[src/rtl/xtcal_pkg.sv]
package xtcal_pkg;
  typedef enum logic [1:0] {
    S_IDLE = 2'd0,
    S_GAP  = 2'd1,
    S_REQ  = 2'd2,
    S_FIN  = 2'd3
  } cal_state_e;
endpackage

[src/rtl/xtcal_judge.sv]
module xtcal_judge #(
  parameter int RES_W = 8
) (
  input  logic [RES_W-1:0] result,
  input  logic [RES_W-1:0] target,
  input  logic             neg_dir,
  output logic             above,
  output logic             keep
);
  // Positive direction keeps a bit while the result stays above target;
  // negative direction keeps it while the result has not yet crossed it.
  always_comb begin
    above = (result > target);
    keep  = neg_dir ? !above : above;
  end
endmodule

[src/rtl/xtcal_seq.sv]
module xtcal_seq
  import xtcal_pkg::*;
#(
  parameter int MAG_W = 8,
  parameter int RES_W = 8,
  parameter int TGT_W = 3
) (
  input  logic             clk,
  input  logic             rst,
  input  logic             start,
  input  logic             elec_only,
  input  logic [TGT_W-1:0] target_code,
  input  logic             irq_clr,
  input  logic             meas_done,
  input  logic             above,
  input  logic             keep,
  output logic             meas_req,
  output logic [MAG_W-1:0] trial_mag,
  output logic             trial_sign,
  output logic             pd_connect,
  output logic             busy,
  output logic             done,
  output logic             irq,
  output logic             load,
  output logic [RES_W-1:0] target
);
  localparam int STEP_W = $clog2(MAG_W + 1);
  localparam logic [STEP_W-1:0] LAST    = STEP_W'(MAG_W);
  localparam logic [MAG_W-1:0]  TOP_BIT = {1'b1, {(MAG_W-1){1'b0}}};
  localparam logic [MAG_W-1:0]  ALL_ONE = '1;

  cal_state_e        state;
  logic [STEP_W-1:0] step;
  logic              elec_q;
  logic [MAG_W-1:0]  cur_mask, kept, final_mag;
  logic [RES_W-1:0]  tgt_dec;
  logic              start_ok;

  always_comb begin
    tgt_dec   = (RES_W'(1) << target_code) - RES_W'(1);
    cur_mask  = TOP_BIT >> (step - STEP_W'(1));
    kept      = keep ? trial_mag : (trial_mag & ~cur_mask);
    final_mag = (trial_sign && kept != ALL_ONE) ? kept + MAG_W'(1) : kept;
    start_ok  = start && (state == S_IDLE);
    load      = (state == S_FIN);
  end

  always_ff @(posedge clk) begin
    if (rst) begin
      state      <= S_GAP;      // automatic electrical-only run after reset
      step       <= '0;
      trial_mag  <= '0;
      trial_sign <= 1'b0;
      elec_q     <= 1'b1;
      pd_connect <= 1'b0;
      busy       <= 1'b1;
      done       <= 1'b0;
      irq        <= 1'b0;
      meas_req   <= 1'b0;
      target     <= tgt_dec;
    end else begin
      if (state == S_FIN)  irq <= 1'b1;
      else if (irq_clr)    irq <= 1'b0;
      unique case (state)
        S_IDLE: if (start_ok) begin
          state      <= S_GAP;
          step       <= '0;
          trial_mag  <= '0;
          trial_sign <= 1'b0;
          elec_q     <= elec_only;
          pd_connect <= !elec_only;
          busy       <= 1'b1;
          done       <= 1'b0;
          target     <= tgt_dec;
        end
        S_GAP: begin
          meas_req <= 1'b1;
          state    <= S_REQ;
        end
        S_REQ: if (meas_done) begin
          meas_req <= 1'b0;
          if (step == '0) begin
            trial_sign <= !above;
            trial_mag  <= TOP_BIT;
            step       <= step + STEP_W'(1);
            state      <= S_GAP;
          end else if (step == LAST) begin
            trial_mag  <= final_mag;
            state      <= S_FIN;
          end else begin
            trial_mag  <= kept | (cur_mask >> 1);
            step       <= step + STEP_W'(1);
            state      <= S_GAP;
          end
        end
        S_FIN: begin
          busy       <= 1'b0;
          done       <= 1'b1;
          pd_connect <= 1'b1;
          state      <= S_IDLE;
        end
        default: state <= S_IDLE;
      endcase
    end
  end

  AST_REQ_ONLY_BUSY: assert property (@(posedge clk) disable iff (rst)
    meas_req |-> busy);
  AST_REQ_HELD: assert property (@(posedge clk) disable iff (rst)
    (meas_req && !meas_done) |=> meas_req);
  AST_REQ_DROP: assert property (@(posedge clk) disable iff (rst)
    (meas_req && meas_done) |=> !meas_req);
  AST_STEP_MAX: assert property (@(posedge clk) disable iff (rst)
    step <= LAST);
  AST_PD_ELEC: assert property (@(posedge clk) disable iff (rst)
    (busy && elec_q) |-> !pd_connect);
  AST_DONE_IDLE: assert property (@(posedge clk) disable iff (rst)
    done |-> !busy);
  AST_START_IGNORED: assert property (@(posedge clk) disable iff (rst)
    (state == S_REQ && start && !meas_done) |=> ($stable(step) && $stable(target)));
endmodule

[src/rtl/xtcal_store.sv]
module xtcal_store #(
  parameter int MAG_W = 8,
  parameter int RES_W = 8
) (
  input  logic             clk,
  input  logic             rst,
  input  logic             load,
  input  logic [MAG_W-1:0] load_mag,
  input  logic             load_sign,
  input  logic             block,
  input  logic             adj_en,
  input  logic             run_valid,
  input  logic [RES_W-1:0] run_result,
  output logic [MAG_W-1:0] off_mag,
  output logic             off_sign
);
  logic dec_hit;

  always_comb dec_hit = !block && adj_en && run_valid &&
                        (run_result == '0) && (off_mag != '0);

  always_ff @(posedge clk) begin
    if (rst) begin
      off_mag  <= '0;
      off_sign <= 1'b0;
    end else if (load) begin
      off_mag  <= load_mag;
      off_sign <= load_sign;
    end else if (dec_hit) begin
      off_mag  <= off_mag - MAG_W'(1);
    end
  end

  AST_HOLD_WHILE_BUSY: assert property (@(posedge clk) disable iff (rst)
    (block && !load) |=> ($stable(off_mag) && $stable(off_sign)));
  AST_DEC_LOWERS: assert property (@(posedge clk) disable iff (rst)
    (!load && !block && adj_en && run_valid && run_result == '0 && off_mag != '0)
      |=> (off_mag < $past(off_mag)));
  AST_ZERO_STAYS: assert property (@(posedge clk) disable iff (rst)
    (!load && off_mag == '0) |=> (off_mag == '0));
  AST_SIGN_HELD: assert property (@(posedge clk) disable iff (rst)
    !load |=> $stable(off_sign));
endmodule

[src/rtl/xtcal_top.sv]
module xtcal_top #(
  parameter int MAG_W = 8,
  parameter int RES_W = 8,
  parameter int TGT_W = 3
) (
  input  logic             clk,
  input  logic             rst,
  input  logic             cal_start,
  input  logic             elec_only,
  input  logic [TGT_W-1:0] target_code,
  input  logic             irq_clr,
  input  logic             auto_adj_en,
  output logic             meas_req,
  output logic [MAG_W-1:0] trial_mag,
  output logic             trial_sign,
  output logic             pd_connect,
  input  logic             meas_done,
  input  logic [RES_W-1:0] meas_result,
  input  logic             run_valid,
  input  logic [RES_W-1:0] run_result,
  output logic [MAG_W-1:0] offset_mag,
  output logic             offset_sign,
  output logic             cal_busy,
  output logic             cal_done,
  output logic             cal_irq
);
  logic             above, keep, load;
  logic [RES_W-1:0] target;

  xtcal_judge #(.RES_W(RES_W)) u_judge (
    .result  (meas_result),
    .target  (target),
    .neg_dir (trial_sign),
    .above   (above),
    .keep    (keep)
  );

  xtcal_seq #(.MAG_W(MAG_W), .RES_W(RES_W), .TGT_W(TGT_W)) u_seq (
    .clk         (clk),
    .rst         (rst),
    .start       (cal_start),
    .elec_only   (elec_only),
    .target_code (target_code),
    .irq_clr     (irq_clr),
    .meas_done   (meas_done),
    .above       (above),
    .keep        (keep),
    .meas_req    (meas_req),
    .trial_mag   (trial_mag),
    .trial_sign  (trial_sign),
    .pd_connect  (pd_connect),
    .busy        (cal_busy),
    .done        (cal_done),
    .irq         (cal_irq),
    .load        (load),
    .target      (target)
  );

  xtcal_store #(.MAG_W(MAG_W), .RES_W(RES_W)) u_store (
    .clk        (clk),
    .rst        (rst),
    .load       (load),
    .load_mag   (trial_mag),
    .load_sign  (trial_sign),
    .block      (cal_busy),
    .adj_en     (auto_adj_en),
    .run_valid  (run_valid),
    .run_result (run_result),
    .off_mag    (offset_mag),
    .off_sign   (offset_sign)
  );
endmodule

[config.mk]
export PLATFORM = sky130hd
export DESIGN_NAME = xtcal_top
export DESIGN_NICKNAME = d
export VERILOG_FILES = /design/src/rtl/xtcal_pkg.sv /design/src/rtl/xtcal_judge.sv /design/src/rtl/xtcal_seq.sv /design/src/rtl/xtcal_store.sv /design/src/rtl/xtcal_top.sv
export SDC_FILE = /design/constraint.sdc
export NUM_CORES = 1
export LEC_CHECK = 0
export BUFFER_PORTS_ARGS = -buffer_cell sky130_fd_sc_hd__buf_2
export CORE_ASPECT_RATIO = 0.9
export CORE_MARGIN = 3
export CORE_UTILIZATION = 45
export CTS_CLUSTER_DIAMETER = 120
export DETAILED_ROUTE_END_ITERATION = 8
export PLACE_DENSITY = 0.67
export SLEW_MARGIN = 40
export SYNTH_ARGS = -nofsm -noshare
export SYNTH_HDL_FRONTEND = slang
export SYNTH_SLANG_ARGS = --single-unit
[constraint.sdc]
create_clock -name clk -period 8.8 [get_ports clk]
set_clock_uncertainty 0.1 [all_clocks]
set_input_delay 1.76 -clock clk [delete_from_list [all_inputs] [get_ports clk]]
set_output_delay 1.76 -clock clk [all_outputs]
set_load 0.05 [all_outputs]
Word-level counts from Yosys, hierarchy flattened. Cells that the tools add are included.

Word-level logic and storage cells: 95. Register bits: 37.

Muxes and demuxes: 36. Bitwise operators: 3. Shift-type cells: 2. Reduce and logical (&&, ||, !) cells: 27. $lt $le $gt $ge: 1. Add/subtract/negate cells: 5. Equality and inequality tests: 9.

Operators by type and width (number): 2-to-1 mux 8 bit (11); 2-to-1 mux 4 bit (4); case mux 8 bit (2 select lines) (1); nonzero test 2 bit (7); case mux 1 bit (2 select lines) (5); 2-to-1 mux 1 bit (9); adder 8 x 1 -> 8 bit (second input constant) (1); bitwise AND 8 bit (1); greater-than comparator 8 bit (1); logical NOT 8 bit (1); 2-to-1 mux 2 bit (4); != test 8 bit (second input constant) (1); NOT 8 bit (1); OR 8 x 7 -> 8 bit (1); case mux 2 bit (4 select lines) (1); case mux 4 bit (2 select lines) (1); AND reduction 2 bit (4); AND reduction 4 bit (2); nonzero test 8 bit (1); left shift 1 x 3 -> 8 bit (first input constant) (1); right shift 8 x 4 -> 8 bit (first input constant) (1); subtractor 8 x 1 -> 8 bit (second input constant) (1); subtractor 8 x 2 -> 8 bit (second input constant) (1); logical AND 1 bit (6); 12 further kinds (16).

Logic depth before layout (Yosys ltp). Gate-level depths: netlist (run 1).

Depth after elaboration: 12. Gate-level depth with buffers: 14. Mapped depth without buffers: 14.

By module. A second synthesis (run 1) with hierarchy kept.

Cells, all modules: 306. Area total of the unflattened synthesis: 2640.0 µm².

By module, submodules not included: xtcal_seq (times used 1, cells each 202, area each 1790.5 µm²); xtcal_store (times used 1, cells each 76, area each 636.9 µm²); xtcal_judge (times used 1, cells each 28, area each 212.7 µm²).

Least setup slack after synthesis (run 1). Ideal clock, no wire load.

Path type: input to register. Start point: in meas_result[1]. End point: reg u_seq.trial_mag[6]. Path slack: 4.333 ns. Stages: 13. Required time: 8.577 ns. Arrival time: 4.244 ns. Library setup time: 0.123 ns. Cells stage by stage: ha_1 nor2b_1 o211ai_1 a211o_1 nand3_1 nand2_1 o31a_1 ha_1 nand2_1 a211o_1 nor4b_2 mux2i_1 o21ai_1.

Longest elaborated chain between the ends: 11. Elaborated cells between the ends (all ways): 13. Classes of those cells: 1 x add/sub; 1 x order compare; 1 x eq/ne; 7 x mux; 1 x bitwise; 2 x reduce/logical.

RTL lines: from (decl) (RTL line xtcal_top.sv:18) `input logic [RES_W-1:0] meas_result,`; greater-than comparator 8 bit (*) (RTL line xtcal_judge.sv:13) `above = (result > target);`; logical NOT 1 bit (RTL line xtcal_judge.sv:14) `keep = neg_dir ? !above : above;`; 2-to-1 mux 1 bit (*) (RTL line xtcal_judge.sv:14); 2-to-1 mux 8 bit (*) (RTL line xtcal_seq.sv:42) `kept = keep ? trial_mag : (trial_mag & ~cur_mask);`; parallel branches: the longest is 3 deep, another holds adder 8 x 1 -> 8 bit; 2-to-1 mux 8 bit (*) (RTL line xtcal_seq.sv:87) `end else if (step == LAST) begin`; 2-to-1 mux 8 bit (*) (RTL line xtcal_seq.sv:82) `if (step == '0) begin`; 2-to-1 mux 8 bit (*) (RTL line xtcal_seq.sv:80) `S_REQ: if (meas_done) begin`; case mux 8 bit (2 select lines) (*) (RTL line xtcal_seq.sv:64) `unique case (state)`; to (signal assigned) (RTL line xtcal_seq.sv:88) `trial_mag <= final_mag;`; to (signal assigned) (RTL line xtcal_seq.sv:91) `trial_mag <= kept | (cur_mask >> 1);`; to (decl) (RTL line xtcal_seq.sv:18) `output logic [MAG_W-1:0] trial_mag,`.

Every way passes the cells marked *. The select of a mux whose other input is x is not followed. A chain may end at the register's enable or synchronous reset.

Worst setup path after layout (run 1).
Start point: in meas_result[7]. End point: reg u_seq.trial_mag[1].

The elaborated chain is that of the path after synthesis.

==> results of run 1 <==
==> area by class of cell <==
| class | instances | area, sq um |
|---|---|---|
| timing repair buffer | 49 | 245 |
| multi-input combinational | 235 | 1660 |
| tap | 67 | 83.8 |
| clock buffer | 7 | 86.3 |
| sequential | 37 | 821 |
| clock inverter | 1 | 7.51 |
| fill | 514 | 2430 |
| inverter | 19 | 71.3 |
==> kinds of logic after synthesis <==
logic type	count (synthesis)	synth area share
AO/OA/AOI/OAI	87	0.249
AND/OR/NAND/NOR	112	0.231
multiplexers	3	0.0116
buffers and inverters	28	0.0434
other	1	0.00145
flip-flops	37	0.316
adder cells (fa/ha/maj)	18	0.0868
XOR/XNOR	14	0.0603
==> synthesized netlist by cell type, drive strengths merged, types with 2 or more instances <==
| cell | n | area [sq um] |
|---|---|---|
| o31ai | 4 | 30.0 |
| a221oi | 2 | 17.5 |
| o211ai | 3 | 22.5 |
| a311oi | 3 | 26.3 |
| a31o | 3 | 26.3 |
| a22o | 2 | 17.5 |
| nand2 | 36 | 143 |
| mux2i | 3 | 30.0 |
| a21oi | 16 | 80.1 |
| ha | 18 | 225 |
| nand3b | 2 | 18.8 |
| buf | 3 | 18.8 |
| a211oi | 9 | 82.6 |
| nor4b | 2 | 38.8 |
| xor2 | 6 | 60.1 |
| edfxtp | 8 | 240 |
| dfxtp | 29 | 581 |
| nor2 | 29 | 109 |
| nand3 | 8 | 40.0 |
| and3b | 2 | 17.5 |
| clkbuf | 6 | 22.5 |
| and2 | 2 | 12.5 |
| xnor2 | 8 | 96.4 |
| nor4 | 4 | 37.5 |
| and3 | 2 | 12.5 |
| o21ai | 20 | 104 |
| nor2b | 4 | 25.0 |
| nand4 | 6 | 37.5 |
| or3 | 4 | 25.0 |
| nor3 | 7 | 51.3 |
| a211o | 2 | 17.5 |
| inv | 19 | 71.3 |
| a31oi | 6 | 58.8 |
| a21o | 3 | 23.8 |
==> worst register-to-register path, delay by kind of cell, from the launching register on <==
family / cells / cell delay, ns
AOI/OAI and AO/OA: 6 / 1.34
and+or+nand+nor: 5 / 0.98
adders and majority gates: 2 / 0.47
DFF: 1 / 0.33
buffers and inverters: 1 / 0.05
==> power by group through the flow <==
stage | Combinational [uW] | Clock [uW] | Sequential, uW
floorplan | 42.9 | 0 | 209
global placement | 78.0 | 0 | 195
detailed placement | 79.1 | 0 | 195
CTS | 79.5 | 125 | 191
global route | 87.5 | 133 | 193
finish | 79.4 | 122 | 191
==> through the flow <==
step	util	power, uW	cells
after floorplan	-	252	300
after global placement	0.532	273	407
after detailed placement	0.533	274	407
after CTS	0.551	396	415
after global routing	0.551	413	415
final	0.551	393	415
==> path summary, 6_finish.rpt <==
kind / slack (ns) / cells past startpoint / startpoint / to
setup / recovery: 4.21 / 14 / meas_result[7] / u_seq.trial_mag[1]
hold / removal: 0.36 / 2 / u_store.off_sign / u_store.off_sign
setup reg to reg: 5.41 / 14 / u_seq.target[7] / u_seq.trial_mag[1]
hold reg to reg: 0.36 / 2 / u_store.off_sign / u_store.off_sign
==> routing by layer <==
metal | part of all wire | GRT usage | up-vias
met2 | 0.45 | 0.309 | 107
met3 | 0.092 | 0.0409 | 20
li1 | - | - | 1195
met4 | 0.018 | 0.0601 | 0
met5 | 0 | 0 | -
met1 | 0.44 | 0.252 | 1071
==> flip-flops by register name, summed over array words and instances (netlist names) <==
name / flops
u_seq.trial_mag: 8
u_store.off_mag: 8
u_seq.meas_req: 1
u_store.off_sign: 1
u_seq.state: 2
u_seq.irq: 1
u_seq.pd_connect: 1
u_seq.done: 1
u_seq.step: 4
u_seq.busy: 1
u_seq.trial_sign: 1
u_seq.target: 8
==> flow_summary.json, run 1 <==
{
  "hp-class": "flop to flop",
  "rsz0062_at_grt": "no",
  "cp_cell_sequence": "buf_2, ha_1, nand4_1, nor2_1, a211o_1, nand3_1, nand2_1, o31a_1, ha_1, nand2_1, a211oi_2, a31oi_1, a311oi_1, o21ai_1",
  "hpwlAfterDp_mm": 4.66,
  "finalCriticalPeriod_ns": 4.59,
  "crit_family": "compound AO/OA/AOI/OAI gates",
  "fmax_mhz": 218,
  "tns_ns": 0,
  "clock_latency_ns": 0.28,
  "drive_above_1_share": 0.227,
  "die_area_sq_um": 6710,
  "cpPeakStageDelay_ns": 0.31,
  "pre_cts_slack_ns": 3.98,
  "htree_levels": 2,
  "ir_drop_mv": 0.0963,
  "crit_fanout": 7,
  "switchingPower_uw": 121,
  "post_dp_cell_area_sq_um": 2890,
  "cts.sinks": 37,
  "antennaDiodeCount": 0,
  "clkSlewWorstSetupHoldPaths_ns": 0.07,
  "first_global_vias": 2223,
  "avgSynthCellArea_sq_um": 8.65,
  "crit_path_end_kind": "flop",
  "finalWeightedCongestion": 1.00,
  "synthArstFlopShare": 0,
  "yosysWarnings": 0,
  "antenna_left": 0,
  "post_synth_instance_area_sq_um": 2590,
  "cts_tree": "yes",
  "critPathArrivalTime_ns": 4.65,
  "p_leak_uw": 0.00119,
  "die_h_microns": 78.0,
  "clk_path_buf_depth": 2,
  "ys_ff_latch": 37,
  "numCtsBuffers": 5,
  "worstMarginPinSlew_ns": 0.865,
  "grt_pass1_wl_mm": 10.4,
  "cts_resized": 0,
  "synth-edff-count": 8,
  "slew_headroom": 0.422,
  "seq_power_share": 0.487,
  "via_count": 2393,
  "num_rows": 25,
  "postCtsSetupRepairBufs": 0,
  "crit_required_ns": 8.86,
  "grt_overflow_total": 0,
  "cts_hold_buf": 0,
  "synth_cells": 300,
  "avgViaCountPerCell": 5.77,
  "syn_nets": 345,
  "hold_ws_ns": 0.355,
  "antenna_found_initial": 0,
  "power_density_nw_per_um2": 132,
  "root_buffer": "clkbuf_8",
  "outcome": "completed",
  "remaining_drc_errors": 0,
  "io-pin-count": 50,
  "yosys_most_used_dff": "dfxtp_1",
  "critPathKind": "input pin to flop",
  "p_sw_frac": 0.307,
  "die_x_microns": 86.0,
  "grt_start_max_net_pins": 23,
  "routed_wl_mm": 6.25,
  "min_period_over_period": 0.522,
  "synthDistinctLibCells": 70,
  "hold_viol_final": 0,
  "drt_pass1_iterations": 5,
  "stdcell_area_sq_um": 2980,
  "pwr-share-comb": 0.202,
  "initial_utilization": 0.479,
  "final_cell_mix": "buf_2 (49), nand2_1 (35), nor2_1 (29), dfxtp_1 (29), inv_1 (19)",
  "final_common_cell": "buf_2",
  "core_sq_um": 5410,
  "ys_seq_area_frac": 0.316,
  "maxSlewViolCount": 0,
  "area_growth_pct": 14.9,
  "portBuffers": 49,
  "p_int_uw": 272,
  "clkPwrFrac": 0.311,
  "path_buf_inv": 1,
  "grt_use_total": 0.191,
  "setup_viol": 0,
  "maxCapViolCount": 0,
  "wire_per_inst_microns": 15.1,
  "drt_iter0_drc": 188,
  "setup_ws_ns": 4.21,
  "num-nets-final": 392,
  "cp-start-kind": "input pin",
  "crit_slowest_cell": "a311oi_1"
}
Note: power is estimated with default switching activity, not from simulation.
==> run 2: changes to the inputs <==
Settings changed: PLACE_DENSITY 0.67 to 0.7.
Clock period 8.8 ns to 4.1 ns, I/O delays scaled along.
==> flow_summary.json, run 2 (synthesized netlist as in run 1, its figures left out) <==
{
  "finalCriticalPeriod_ns": 3.66,
  "fmax_mhz": 273,
  "die_area_sq_um": 6710,
  "critPathArrivalTime_ns": 3.75,
  "die_h_microns": 78.0,
  "via_count": 2410,
  "worstMarginPinSlew_ns": 0.729,
  "numCtsBuffers": 5,
  "num-nets-final": 394,
  "reg_top3": "u_seq.target x8, u_seq.trial_mag x8, u_store.off_mag x8",
  "postCtsSetupRepairBufs": 0,
  "grt_use_total": 0.197,
  "grt_pass1_wl_mm": 10.7,
  "grt_overflow_total": 0,
  "clk_path_buf_depth": 2,
  "antenna_found_initial": 0,
  "cts_resized": 0,
  "cts.sinks": 37,
  "initial_utilization": 0.479,
  "pwr-share-comb": 0.199,
  "grt_start_max_net_pins": 23,
  "slew_headroom": 0.513,
  "drt_pass1_iterations": 4,
  "critPathKind": "input pin to flop",
  "core_sq_um": 5410,
  "hold_viol_final": 0,
  "p_sw_frac": 0.310,
  "maxCapViolCount": 0,
  "p_int_uw": 601,
  "setup_viol": 0,
  "hold_ws_ns": 0.357,
  "p_leak_uw": 0.00121,
  "clkSlewWorstSetupHoldPaths_ns": 0.07,
  "num_rows": 25,
  "clkPwrFrac": 0.330,
  "final_common_cell": "buf_2",
  "avgViaCountPerCell": 5.78,
  "cts_tree": "yes",
  "drt_iter0_drc": 153,
  "htree_levels": 2,
  "antennaDiodeCount": 0,
  "stdcell_area_sq_um": 3000,
  "root_buffer": "clkbuf_8",
  "finalWeightedCongestion": 0.978,
  "cp-start-kind": "input pin",
  "final_cell_mix": "buf_2 (49), nand2_1 (35), nor2_1 (29), dfxtp_1 (29), inv_1 (19)",
  "post_dp_cell_area_sq_um": 2900,
  "crit_required_ns": 4.18,
  "maxSlewViolCount": 0,
  "area_growth_pct": 15.7,
  "seq_power_share": 0.471,
  "power_density_nw_per_um2": 290,
  "fillers": 503,
  "cts_hold_buf": 0,
  "die_x_microns": 86.0,
  "min_period_over_period": 0.894,
  "routed_wl_mm": 6.38,
  "io-pin-count": 50,
  "outcome": "completed",
  "hpwlAfterDp_mm": 4.81,
  "switchingPower_uw": 270,
  "crit_path_end_kind": "flop",
  "portBuffers": 49,
  "clock_latency_ns": 0.30,
  "antenna_left": 0,
  "rsz0062_at_grt": "no",
  "crit_fanout": 7,
  "tns_ns": 0,
  "drive_above_1_share": 0.234,
  "first_global_vias": 2261,
  "utilization": 0.555,
  "hp-class": "flop to flop",
  "ir_drop_mv": 0.136,
  "wire_per_inst_microns": 15.3,
  "finalPower_uw": 871,
  "remaining_drc_errors": 0
}
==> run 2: changes by cell type in the layout (fill, tap and decap cells not counted), sizes merged <==
| cell | before | now |
|---|---|---|
| clkinvlp | 1 | 0 |
| buf | 49 | 51 |
| clkinv | 0 | 1 |
==> run 2: path summary, 6_finish.rpt <==
kind	start	to	slack [ns]	depth (start not counted)
setup / recovery	meas_result[7]	u_seq.trial_mag[6]	0.44	14
hold / removal	u_store.off_sign	u_store.off_sign	0.36	2
setup reg to reg	u_seq.target[7]	u_seq.trial_mag[6]	0.69	14
hold reg to reg	u_store.off_sign	u_store.off_sign	0.36	2
==> run 2: layer usage <==
metal,track usage,vias up,wire (microns)
met5,0,-,0
met4,0.0696,0,101
met3,0.0430,13,500
met2,0.314,87,2870
met1,0.261,1102,2910
li1,-,1208,-
==> run 2: per-stage QoR <==
stage / setup slack [ns] / instances
floorplan: 0.573 / 300
global placement: 0.281 / 409
detailed placement: 0.189 / 409
CTS: 0.491 / 417
global route: 0.197 / 417
finish: 0.435 / 417
==> run 2: cell type report <==
class	count	area, sq um	area share
inverter	19	71.3	0.0238
multi-input combinational	235	1660	0.554
tap	67	83.8	0.0279
clock inverter	1	5.00	0.00167
clock buffer	7	96.3	0.0321
sequential	37	821	0.273
timing repair buffer	51	260	0.0867
==> run 2: worst max-delay path, cell delays in order <==
cell and delay (ns):
buf_2 0.10, ha_1 0.30, nand4_1 0.18, nor2_1 0.23, a211o_1 0.21, nand3_1 0.22
nand2_1 0.29, o31a_1 0.21, ha_1 0.16, nand2_1 0.08, a211o_1 0.31, nor4b_2 0.33
mux2i_1 0.23, o21ai_1 0.07
==> run 2: power groups by stage <==
| stage | clock, uW | combinational [uW] | sequential, uW |
|---|---|---|---|
| 2_1_floorplan | 0 | 92.0 | 449 |
| 3_3_place_gp | 0 | 171 | 418 |
| 3_5_place_dp | 0 | 173 | 419 |
| 4_1_cts | 292 | 174 | 410 |
| 5_1_grt | 310 | 192 | 413 |
| 6_report | 287 | 174 | 410 |
==> run 3: changes to the inputs <==
Settings changed: CORE_ASPECT_RATIO 0.9 to 1.1.
==> flow_summary.json, run 3 (synthesized netlist as in run 1, its figures left out) <==
{
  "slew_headroom": 0.558,
  "grt_overflow_total": 0,
  "crit_path_end_kind": "flop",
  "hold_viol_final": 0,
  "clock_latency_ns": 0.29,
  "antenna_found_initial": 0,
  "path_buf_inv": 1,
  "die_area_sq_um": 6710,
  "initial_utilization": 0.475,
  "dp.cells": 416,
  "grt_start_max_net_pins": 23,
  "finalCriticalPeriod_ns": 3.63,
  "crit-reg2reg-launch": "u_seq.target[7]",
  "die_h_microns": 85.6,
  "crit_fanout": 7,
  "core_sq_um": 5470,
  "critPathKind": "input pin to flop",
  "cpPeakStageDelay_ns": 0.32,
  "io-pin-count": 50,
  "clk_path_buf_depth": 2,
  "drt_iter0_drc": 178,
  "r2r.worst_path.cells": 14,
  "worstMarginPinSlew_ns": 0.661,
  "critPathArrivalTime_ns": 3.72,
  "via_count": 2400,
  "rsz0062_at_grt": "no",
  "cts_tree": "yes",
  "avgViaCountPerCell": 5.66,
  "root_buffer": "clkbuf_8",
  "finalWeightedCongestion": 0.981,
  "routed_wl_mm": 5.99,
  "cts_hold_buf": 0,
  "ir_drop_mv": 0.152,
  "whs_path_depth": 2,
  "portBuffers": 49,
  "die_x_microns": 78.4,
  "hpwlAfterDp_mm": 4.59,
  "crit_family": "compound AO/OA/AOI/OAI gates",
  "fillers": 511,
  "cts.sinks": 37,
  "drive_above_1_share": 0.232,
  "r2r-end": "u_seq.trial_mag[1]",
  "tns_ns": 0,
  "hold_ws_ns": 0.358,
  "remaining_drc_errors": 0,
  "min_period_over_period": 0.886,
  "htree_levels": 2,
  "worstHoldStart": "u_store.off_sign",
  "grt_pass1_wl_mm": 10.1,
  "num-nets-final": 393,
  "p_leak_uw": 0.00120,
  "outcome": "completed",
  "fmax_mhz": 275,
  "cp-start-kind": "input pin",
  "r2r_slack_ns": 0.71,
  "cts_resized": 0,
  "wire_per_inst_microns": 14.1,
  "first_global_vias": 2138,
  "cp_cell_sequence": "buf_2, ha_1, nand4_1, nor2_1, a211o_1, nand3_1, nand2_1, o31a_1, ha_1, nand2_1, a211oi_2, a31oi_1, a311oi_1, o21ai_1",
  "antennaDiodeCount": 0,
  "num_rows": 28,
  "crit_required_ns": 4.18,
  "seq_area_sq_um": 821,
  "antenna_left": 0,
  "instances_no_fill": 424,
  "postCtsSetupRepairBufs": 0,
  "crit_slowest_cell": "a311oi_1",
  "area_growth_pct": 15.4,
  "maxSlewViolCount": 0,
  "maxCapViolCount": 0,
  "clkSlewWorstSetupHoldPaths_ns": 0.08,
  "utilization": 0.548,
  "final_common_cell": "buf_2",
  "drt_pass1_iterations": 4,
  "reg_top3": "u_seq.target x8, u_seq.trial_mag x8, u_store.off_mag x8",
  "multi_input_area_sq_um": 1660,
  "hp-class": "flop to flop",
  "hold_end": "u_store.off_sign",
  "grt_use_total": 0.186,
  "numCtsBuffers": 5,
  "power_density_nw_per_um2": 283,
  "setup_viol": 0,
  "final_cell_mix": "buf_2 (49), nand2_1 (35), nor2_1 (29), dfxtp_1 (29), inv_1 (19)"
}
==> run 3: cell count changes in the layout (fill, tap and decap cells not counted), sizes merged <==
cell / previous run / this run
clkbuf: 7 / 5
buf: 51 / 50
inv: 19 / 20
clkinvlp: 0 / 1
==> run 3: per-layer routing <==
layer	up-vias	global-route usage	wire, microns
li1	1202	-	-
met3	12	0.0368	364
met1	1104	0.234	2640
met2	82	0.316	2870
met4	0	0.0652	114
met5	-	0	0
==> run 3: worst max path at each step <==
stage / slack, ns / start / to / cells after the start
after floorplan: 0.57 / meas_result[1] / u_seq.trial_mag[6] / 13
after global placement: 0.32 / meas_result[7] / u_seq.trial_mag[6] / 14
after detailed placement: 0.20 / meas_result[7] / u_seq.trial_mag[6] / 14
after CTS: 0.51 / meas_result[7] / u_seq.trial_mag[6] / 14
after global routing: 0.22 / meas_result[7] / u_seq.trial_mag[6] / 14
final: 0.47 / meas_result[7] / u_seq.trial_mag[1] / 14
==> run 3: metrics by stage <==
step           area [sq um]  setup WS (ns)  total power (uW)
2_1_floorplan          2590          0.573               541
3_3_place_gp           2900          0.320               586
3_5_place_dp           2900          0.203               590
4_1_cts                2990          0.511               854
5_1_grt                2990          0.215               887
6_report               2990          0.466               846
==> run 3: power by group <==
| part | total [uW] | internal [uW] | switching [uW] | leakage (uW) |
|---|---|---|---|---|
| registers | 410 | 392 | 18.4 | 0.000313 |
| logic | 171 | 57.5 | 114 | 0.000842 |
| clock network | 265 | 121 | 144 | 0.0000445 |
| total | 846 | 570 | 276 | 0.00120 |
==> run 3: final cells by class <==
class | instances | area share
multi-input cells | 235 | 0.556
inverters | 19 | 0.0238
clock buffers | 5 | 0.0230
flip-flops and latches | 37 | 0.274
repair buffers | 50 | 0.0844
well taps | 75 | 0.0314
clock inverters | 3 | 0.00711
==> run 3: worst reg2reg max path, cell delays in order, from the launching register on <==
cell and delay [ns]:
edfxtp_1 0.33, inv_1 0.05, ha_1 0.30, nand4_1 0.18, nor2_1 0.22, a211o_1 0.20, nand3_1 0.22, nand2_1 0.26
o31a_1 0.20, ha_1 0.17, nand2_1 0.08, a211oi_2 0.31, a31oi_1 0.23, a311oi_1 0.32, o21ai_1 0.10
